### config.mk
export PLATFORM = sky130hd
export DESIGN_NAME = pwr_domain_ctrl
export DESIGN_NICKNAME = d
export VERILOG_FILES = /design/src/rtl/pdc_pkg.sv /design/src/rtl/pdc_regfile.sv /design/src/rtl/pdc_delay_timer.sv /design/src/rtl/pdc_sequencer.sv /design/src/rtl/pwr_domain_ctrl.sv
export SDC_FILE = /design/constraint.sdc
export NUM_CORES = 1
export LEC_CHECK = 0
export ABC_AREA = 1
export BUFFER_PORTS_ARGS = -buffer_cell sky130_fd_sc_hd__buf_4
export CORE_MARGIN = 5
export CORE_UTILIZATION = 37
export CTS_CLUSTER_SIZE = 20
export DETAILED_ROUTE_END_ITERATION = 8
export GPL_ROUTABILITY_DRIVEN = 0
export PLACE_DENSITY = 0.83
export SYNTH_ARGS = -nofsm -noshare
export SYNTH_HDL_FRONTEND = slang
export SYNTH_SLANG_ARGS = --single-unit
### constraint.sdc
create_clock -name clk -period 1.45 [get_ports clk]
set_clock_uncertainty 0.05 [all_clocks]
set_input_delay 0.145 -clock clk [delete_from_list [all_inputs] [get_ports clk]]
set_output_delay 0.145 -clock clk [all_outputs]
set_load 0.05 [all_outputs]
### src/rtl/pdc_pkg.sv
// Package: shared definitions for the power domain request controller.
// Assumes: 32-bit register words; the request and status bit positions are
// fixed because software decodes them.
package pdc_pkg;
    localparam int REQ_BIT = 31;
    localparam int STS_BIT = 30;

    typedef enum logic [1:0] {
        PD_OFF  = 2'd0,
        PD_UP   = 2'd1,
        PD_ON   = 2'd2,
        PD_DOWN = 2'd3
    } pd_state_e;
endpackage

### src/rtl/pdc_regfile.sv
// Module: request register bank. Holds one request bit per requester,
// decodes word-aligned writes and builds the read word with the shared status.
// Assumes: NUM_REQ >= 2, ADDR_W > 2 + $clog2(NUM_REQ).
module pdc_regfile #(
    parameter int NUM_REQ = 4,
    parameter int ADDR_W  = 8
) (
    input  logic               clk,
    input  logic               rst_n,
    input  logic               wr_en,
    input  logic [ADDR_W-1:0]  addr,
    input  logic               wr_bit,
    input  logic               dom_on,
    output logic [NUM_REQ-1:0] req_q,
    output logic [31:0]        rdata
);
    import pdc_pkg::*;

    localparam int WORD_W = ADDR_W - 2;
    localparam int IDX_W  = $clog2(NUM_REQ);
    localparam logic [WORD_W-1:0] WORD_LIM = WORD_W'(NUM_REQ);

    logic [WORD_W-1:0] word;
    logic              hit;
    logic [IDX_W-1:0]  sel;

    // Decode: aligned access to an implemented word.
    always_comb begin
        word = addr[ADDR_W-1:2];
        hit  = (addr[1:0] == 2'b00) && (word < WORD_LIM);
        sel  = word[IDX_W-1:0];
    end

    // One request flop per requester.
    for (genvar i = 0; i < NUM_REQ; i++) begin : g_req
        // Load the request bit on a decoded write to this word.
        always_ff @(posedge clk) begin
            if (!rst_n)
                req_q[i] <= 1'b0;
            else if (wr_en && hit && (sel == IDX_W'(i)))
                req_q[i] <= wr_bit;
        end
    end

    // Read mux: own request bit plus the shared status; the rest reads 0.
    always_comb begin
        rdata = '0;
        if (hit) begin
            rdata[REQ_BIT] = req_q[sel];
            rdata[STS_BIT] = dom_on;
        end
    end
endmodule

### src/rtl/pdc_delay_timer.sv
// Module: delay counter for the sequencer. Counts up from zero after a clear
// and flags done when the count reaches the given last value, then holds.
// Assumes: lim_last is stable while counting.
module pdc_delay_timer #(
    parameter int CNT_W = 8
) (
    input  logic             clk,
    input  logic             rst_n,
    input  logic             clr,
    input  logic [CNT_W-1:0] lim_last,
    output logic             done
);
    logic [CNT_W-1:0] cnt_q;

    // Terminal compare.
    assign done = (cnt_q == lim_last);

    // Count and saturate at the terminal value.
    always_ff @(posedge clk) begin
        if (!rst_n || clr)
            cnt_q <= '0;
        else if (!done)
            cnt_q <= cnt_q + 1'b1;
    end
endmodule

### src/rtl/pdc_sequencer.sv
// Module: power-up / power-down sequencer for the single domain.
// Power-up holds isolation for UP_CYCLES cycles. Power-down raises isolation
// and keeps power for DN_CYCLES cycles. A request during power-down aborts it.
// Assumes: UP_CYCLES >= 1, DN_CYCLES >= 1.
module pdc_sequencer #(
    parameter int UP_CYCLES = 1000,
    parameter int DN_CYCLES = 200
) (
    input  logic               clk,
    input  logic               rst_n,
    input  logic               any_req,
    output pdc_pkg::pd_state_e state_q,
    output logic               pwr_en,
    output logic               iso,
    output logic               dom_on
);
    import pdc_pkg::*;

    localparam int MAX_CYC = (UP_CYCLES > DN_CYCLES) ? UP_CYCLES : DN_CYCLES;
    localparam int CNT_W   = $clog2(MAX_CYC + 1);
    localparam logic [CNT_W-1:0] UP_LAST = CNT_W'(UP_CYCLES - 1);
    localparam logic [CNT_W-1:0] DN_LAST = CNT_W'(DN_CYCLES - 1);

    pd_state_e        state_d;
    logic             tmr_done;
    logic [CNT_W-1:0] tmr_last;

    // Next-state selection.
    always_comb begin
        state_d = state_q;
        unique case (state_q)
            PD_OFF:  if (any_req)  state_d = PD_UP;
            PD_UP:   if (tmr_done) state_d = PD_ON;
            PD_ON:   if (!any_req) state_d = PD_DOWN;
            PD_DOWN: begin
                if (any_req)       state_d = PD_UP;
                else if (tmr_done) state_d = PD_OFF;
            end
            default:               state_d = PD_OFF;
        endcase
    end

    // State register.
    always_ff @(posedge clk) begin
        if (!rst_n)
            state_q <= PD_OFF;
        else
            state_q <= state_d;
    end

    // Delay limit for the current transition state.
    assign tmr_last = (state_q == PD_UP) ? UP_LAST : DN_LAST;

    pdc_delay_timer #(.CNT_W(CNT_W)) u_timer (
        .clk      (clk),
        .rst_n    (rst_n),
        .clr      (state_d != state_q),
        .lim_last (tmr_last),
        .done     (tmr_done)
    );

    // Output decode from state.
    always_comb begin
        pwr_en = (state_q != PD_OFF);
        iso    = (state_q != PD_ON);
        dom_on = (state_q == PD_ON);
    end
endmodule

### src/rtl/pwr_domain_ctrl.sv
// Module: top of the shared power domain controller. Combines the requester
// registers into one request and drives the domain sequencer.
// Assumes: single clock, synchronous active-low reset.
module pwr_domain_ctrl #(
    parameter int NUM_REQ   = 4,
    parameter int ADDR_W    = 8,
    parameter int UP_CYCLES = 1000,
    parameter int DN_CYCLES = 200
) (
    input  logic              clk,
    input  logic              rst_n,
    input  logic              reg_wr_en,
    input  logic [ADDR_W-1:0] reg_addr,
    input  logic [31:0]       reg_wdata,
    output logic [31:0]       reg_rdata,
    output logic              dom_pwr_en,
    output logic              dom_iso
);
    import pdc_pkg::*;

    logic [NUM_REQ-1:0] req_q;
    logic               dom_on;
    pd_state_e          state_q;

    pdc_regfile #(.NUM_REQ(NUM_REQ), .ADDR_W(ADDR_W)) u_regs (
        .clk    (clk),
        .rst_n  (rst_n),
        .wr_en  (reg_wr_en),
        .addr   (reg_addr),
        .wr_bit (reg_wdata[REQ_BIT]),
        .dom_on (dom_on),
        .req_q  (req_q),
        .rdata  (reg_rdata)
    );

    pdc_sequencer #(.UP_CYCLES(UP_CYCLES), .DN_CYCLES(DN_CYCLES)) u_seq (
        .clk     (clk),
        .rst_n   (rst_n),
        .any_req (|req_q),
        .state_q (state_q),
        .pwr_en  (dom_pwr_en),
        .iso     (dom_iso),
        .dom_on  (dom_on)
    );
endmodule

[Word level (Yosys, flattened, before mapping)]
Index checks and enable logic that the tools add are counted.
Operators by class
  $add $sub $neg: 1
  $lt $le $gt $ge: 2
  equal/unequal tests: 9
  mux-type cells: 10
  reductions and logical operators: 13
Operators with widths (count)
  two-way mux 2 bit: 6
  adder 10 x 1 -> 10 bit (second input constant): 1
  equality test 10 bit: 1
  two-way mux 10 bit: 1
  equality test 2 bit (second input constant): 4
  one-hot mux 2 bit (4 select lines): 1
  logical AND 1 bit: 6
  zero test 2 bit: 3
  < comparator 6 x 3 -> 1 bit (second input constant): 1
  equality test 2 x 1 -> 1 bit (second input constant): 2
  OR reduction 4 bit: 1
  < comparator 2 x 3 -> 1 bit (second input constant): 1
  binary-select mux 1 bit (select 2 bit): 1
  != test 2 bit: 1
  != test 2 bit (second input constant): 1
  nonzero test 2 bit: 1
  zero test 1 bit: 1
  logical OR 1 bit: 1
  two-way mux 1 bit: 1
Word-level totals
  register bits after elaboration: 16
  input bits: 43
  output and inout port bits: 34
  word-level logic and storage cells: 41

[Logic depth before layout (Yosys ltp)]
  depth after elaboration: 8
  gate-level depth with buffers: 10
  gate-level depth less buffers: 10

[Cells and area by module]
A second synthesis with hierarchy kept.
Unflattened totals
  cells, all modules: 246
  area, all modules: 1466.4 µm²
By module, submodules not included
  pdc_delay_timer: instances 1, cells each 139, area each 778.2 µm², sequential area each 200.2 µm²
  pdc_regfile: instances 1, cells each 78, area each 515.5 µm², sequential area each 80.1 µm²
  pdc_sequencer: instances 1, cells each 26, area each 161.4 µm², sequential area each 40.0 µm²
  pwr_domain_ctrl: instances 1, cells each 3, area each 11.3 µm², sequential area each 0.0 µm²

[Worst setup path before layout]
Ideal clock, no wire load.
  kind: register to output
  start point: register u_seq.state_q[1]
  end point: output reg_rdata[30]
  arrival time: 1.515 ns
  data required time: 1.255 ns
  setup slack: -0.260 ns
  stages on the path, launching flop included: 5
  buffers on the path: 0
  path through: dfxtp_1 -> inv_1 -> nor2_1 -> inv_1 -> nor2_1
On the way
  word-level cells in the longest chain between the ends: 2
RTL lines
  start, declared: RTL line pdc_sequencer.sv:12  | output pdc_pkg::pd_state_e state_q,
  start signal, assigned: RTL line pdc_sequencer.sv:48  | state_q <= state_d;
  equality test 2 bit: RTL line pdc_sequencer.sv:66  | dom_on = (state_q == PD_ON);
  two-way mux 2 bit: RTL line pdc_regfile.sv:48  | if (hit) begin
  end, declared: RTL line pwr_domain_ctrl.sv:15  | output logic [31:0] reg_rdata,
Every way passes these cells.

[Worst setup path after layout]
  start point: register u_seq.u_timer.cnt_q[1]
  end point: register u_seq.u_timer.cnt_q[3]
On the way
  word-level cells in the longest chain between the ends: 6
RTL lines
  start, declared: RTL line pdc_delay_timer.sv:13  | logic [CNT_W-1:0] cnt_q;
  start signal, assigned: RTL line pdc_delay_timer.sv:23  | cnt_q <= cnt_q + 1'b1;
  equality test 10 bit: RTL line pdc_delay_timer.sv:16  | assign done = (cnt_q == lim_last);
  two-way mux 2 bit: RTL line pdc_sequencer.sv:37  | else if (tmr_done) state_d = PD_OFF;
  two-way mux 2 bit: RTL line pdc_sequencer.sv:36  | if (any_req) state_d = PD_UP;
  one-hot mux 2 bit (4 select lines): RTL line pdc_sequencer.sv:31  | unique case (state_q)
  != test 2 bit: RTL line pdc_sequencer.sv:57  | .clr (state_d != state_q),
  logical OR 1 bit: RTL line pdc_delay_timer.sv:20  | if (!rst_n || clr)
Several ways; a longest one is shown, not always the timed one.
A chain may end at the register's enable or synchronous reset.

==> summary.log <==
INFO  status         outcome=finished, final reports clean
INFO  clock_network  htree_num_levels=1
INFO  synthesis      post_synth_fa_ha_maj_area_fraction=0.0111
INFO  die            core_region_area=2980um2
INFO  worst_setup_path timing.critical_path.to=u_seq.u_timer.cnt_q[3]$_SDFFE_PP0N_
INFO  worst_setup_path critPathArrivalTime=1580ps
INFO  clock_network  clock_path_buffers=2
INFO  grt            global_route.overflow_total=0
INFO  drt            routed_wl=2.14mm
INFO  synthesis      avgSynthCellArea=6.71um2
INFO  sta            finalCritPeriodShare=0.992
INFO  worst_setup_path worst_r2r_startpoint=u_seq.u_timer.cnt_q[1]$_SDFFE_PP0N_
INFO  die            dieHeight=65.2um
INFO  synthesis      syn-instance-count=168
INFO  worst_setup_path worst_ep_required_time=1590ps
INFO  grt            first_global_vias=788
INFO  worst_setup_path cp_max_fo=6
INFO  synthesis      synth_largest_area_cell=dfxtp_1
INFO  drt            detail-route-antenna-nets=0
INFO  worst_setup_path criticalPathCategory=reg2reg
INFO  die            die-width=65.2um
INFO  final_layout   layout-area-overhead-vs-synth=18.6%
INFO  place          dp.cells=222
INFO  drt            drc=0
INFO  place          numPortBuffers=15
INFO  worst_setup_path timing.critical_path.to_type=register
INFO  sta            period_minus_slack=1440ps
INFO  place          standard_cell_area_after_detailed_placement=1230um2
INFO  synthesis      share_of_async_settable_or_async_resettable_flops_after_synthesis=0
INFO  synthesis      synth.mux.area_fraction=0
INFO  synthesis      post_synth_xor_xnor_area=0.0544
INFO  final_layout   finalNonFillerCells=226
INFO  power          clock_power_frac=0.239
INFO  synthesis      synth.area.top_cells=dfxtp_1 (28%), buf_4 (20%), nand2_1 (11%), nor2_1 (10%), inv_1 (6.0%)
INFO  worst_setup_path regToRegSetupSlack=10ps
INFO  power          leakage=0.614nW
INFO  power          power.net_switching=0.358mW
INFO  min_path       hold_start=rst_n
INFO  final_layout   final_util=0.449
INFO  clock_network  cts.hold.buffers_added=0
INFO  final_layout   layout.filler_cells=305
INFO  drt            routed-via-count=981
INFO  clock_network  clkLatencyLatePin=290ps
INFO  synthesis      yosys_register_bits=16
INFO  drt            drt_iter0_markers=58
INFO  synthesis      synth_seq_area_share=0.284
INFO  synthesis      yosysWarningCount=0
INFO  final_layout   multi_input_comb_area=694um2
INFO  synthesis      synth_largest_type_area_fraction=0.284
INFO  grt            grt_max_degree=11
INFO  power          post-layout-total-power=0.954mW
INFO  synthesis      dominantRegCellSynth=dfxtp_1
INFO  clock_network  cts_root_buffer=clkbuf_4
INFO  final_layout   final-seq-area=327um2
INFO  drt            dr.pass1.iters=4
INFO  synthesis      syn-cell-area=1130um2
INFO  clock_network  numCtsBuffers=3
INFO  clock_network  postCtsSetupBuffers=0
INFO  sta            setup_viol=0
INFO  power          ir_worst_vdd=219uV
INFO  power          power.share.combinational=0.283
INFO  final_layout   nNetsFinal=239
INFO  final_layout   diodes=0
INFO  sta            timing_max_transition_violations_final=0
INFO  power          p_int=0.596mW
INFO  sta            finalHoldViolCount=0
INFO  grt            antenna_violations_before_repair=0
INFO  clock_network  clkSinkCount=16
INFO  flow_run       cap_violations=0
INFO  power          power-per-cell-area=713nW/um2
INFO  synthesis      most_numerous_cell_types_in_the_synthesized_netlist=nand2_1 (32), nor2_1 (31), buf_4 (30)
INFO  die            floorplan.initialDensity=0.379
INFO  clock_network  tritoncts=done
INFO  die            std_cell_rows=20
INFO  grt            wire_length_of_the_first_global_routing_pass=3.06mm
INFO  die            floorplan.die_area=4250um2
INFO  clock_network  path_clk_slew=90ps
INFO  place          dp_hpwl=1.61mm
INFO  synthesis      synth_top_family_by_area=simple AND/OR/NAND/NOR gates
INFO  worst_setup_path start_kind=register
INFO  worst_setup_path worst_setup_path_startpoint=u_seq.u_timer.cnt_q[1]$_SDFFE_PP0N_
INFO  worst_setup_path worstReg2RegEnd=u_seq.u_timer.cnt_q[3]$_SDFFE_PP0N_
INFO  power          power.sequential.fraction=0.478
INFO  grt            grt_use_total=0.0894
INFO  final_layout   post_route_cells_drive_above_1_share=0.264
INFO  synthesis      compound_gate_fraction_of_synth_area=0.0610
INFO  worst_setup_path worstRegToRegCells=11
INFO  min_path       hold_path_class=in2reg
INFO  sta            rsz_0062_raised_after_global_routing=true
INFO  drt            route.detailed.vias_per_inst=4.34
INFO  die            io_pins=77
INFO  synthesis      synthMostInstantiatedCell=nand2_1
INFO  synthesis      post_synth_edffs=0
INFO  power          power_switching_share=0.375
INFO  synthesis      share_of_synthesized_cell_area_in_and_or_nand_and_nor_gates=0.326
INFO  synthesis      yosys.cell_types.count=22
INFO  final_layout   final_cell_area=1340um2
INFO  drt            post_drt_wl_per_cell=9.46um
INFO  sta            max_clock_freq=695MHz
## cells in the final DEF (no fill, tap or decap), types with 2 or more instances in the layout
cell / synthesis / final
conb_1: 1 / 30
nor2_1: 31 / 28
nand2_1: 32 / 27
buf_4: 30 / 19
inv_1: 18 / 16
dfxtp_1: 16 / 11
nand3_1: 6 / 6
nand2_2: 1 / 5
dfxtp_2: 0 / 5
nor2_2: 3 / 4
a21oi_1: 4 / 4
xnor2_1: 4 / 4
nor3_1: 5 / 4
nand2_4: 1 / 3
xor2_1: 3 / 3
o21ai_0: 5 / 3
clkbuf_4: 0 / 3
inv_2: 0 / 2
o21ai_1: 0 / 2
nor2_4: 0 / 2
nand3_4: 1 / 2
nand4_1: 2 / 2
buf_6: 0 / 2
## how the worst min path moves through the flow
stage / endpoint / cells past startpoint
finish: u_seq.state_q[1]$_SDFF_PN0_ / 3
global route: u_seq.state_q[1]$_SDFF_PN0_ / 3
floorplan: u_regs.req_q[0]$_SDFFE_PN0P_ / 2
detailed placement: u_regs.req_q[0]$_SDFFE_PN0P_ / 3
CTS: u_seq.state_q[1]$_SDFF_PN0_ / 3
global placement: u_regs.req_q[0]$_SDFFE_PN0P_ / 3
## cells by family after synthesis
group,Yosys count
other,1
AND/OR/NAND/NOR,83
AO/OA/AOI/OAI,12
XOR/XNOR,7
adder cells (fa/ha/maj),1
flip-flops,16
buffers and inverters,48
## registers in the layout, summed over array words and instances (netlist names)
name / flops
u_regs.req_q: 4
u_seq.state_q: 2
u_seq.u_timer.cnt_q: 10
## critical path, stage by stage, from the launching register on
cell     delay, ps
dfxtp_2        360
ha_4           140
nand2_2         50
inv_2           60
nand2_2         60
nor2_4         140
nand3_4        120
buf_12         150
nand2_2         40
nor2_1          30
nor2_1         100
nor2_1          40
## layer usage
metal  vias to the layer above  track usage  share of wire
li1                        510            -              -
met3                         5       0.0239          0.087
met5                         -            0              0
met2                        31        0.163           0.50
met1                       435       0.0957           0.40
met4                         0       0.0389          0.016
## layout make-up
class                      instances  area share
multi-input combinational        134       0.519
sequential                        16       0.244
timing repair buffer              22       0.138
inverter                          18      0.0505
tap                               33      0.0309
clock buffer                       3      0.0168
## what timing repair did
action / 4_1_cts / 5_1_grt
gates resized for setup: 4 / 20
hold endpoints to repair: 0 / 0
cloned: 0 / 1
setup endpoints to repair: 11 / 13
pin swaps: 1 / 12
## stage by stage
stage / hold slack (ps) / setup slack (ps) / TNS [ps]
3_3_place_gp: 373 / -12.0 / -92.8
5_1_grt: 91.1 / -88.7 / -651
3_5_place_dp: 381 / -29.9 / -244
6_report: 76.5 / 11.3 / 0
4_1_cts: 78.7 / -1.69 / -1.69
2_1_floorplan: 215 / 27.3 / 0
## power groups by stage
| stage | clock, mW | sequential (mW) | combinational, mW |
|---|---|---|---|
| 2_1_floorplan | 0 | 0.465 | 0.268 |
| 3_3_place_gp | 0 | 0.462 | 0.254 |
| 3_5_place_dp | 0 | 0.462 | 0.256 |
| 4_1_cts | 0.234 | 0.452 | 0.257 |
| 5_1_grt | 0.254 | 0.457 | 0.285 |
| 6_report | 0.228 | 0.456 | 0.270 |
(Power assumes the default switching activity.)
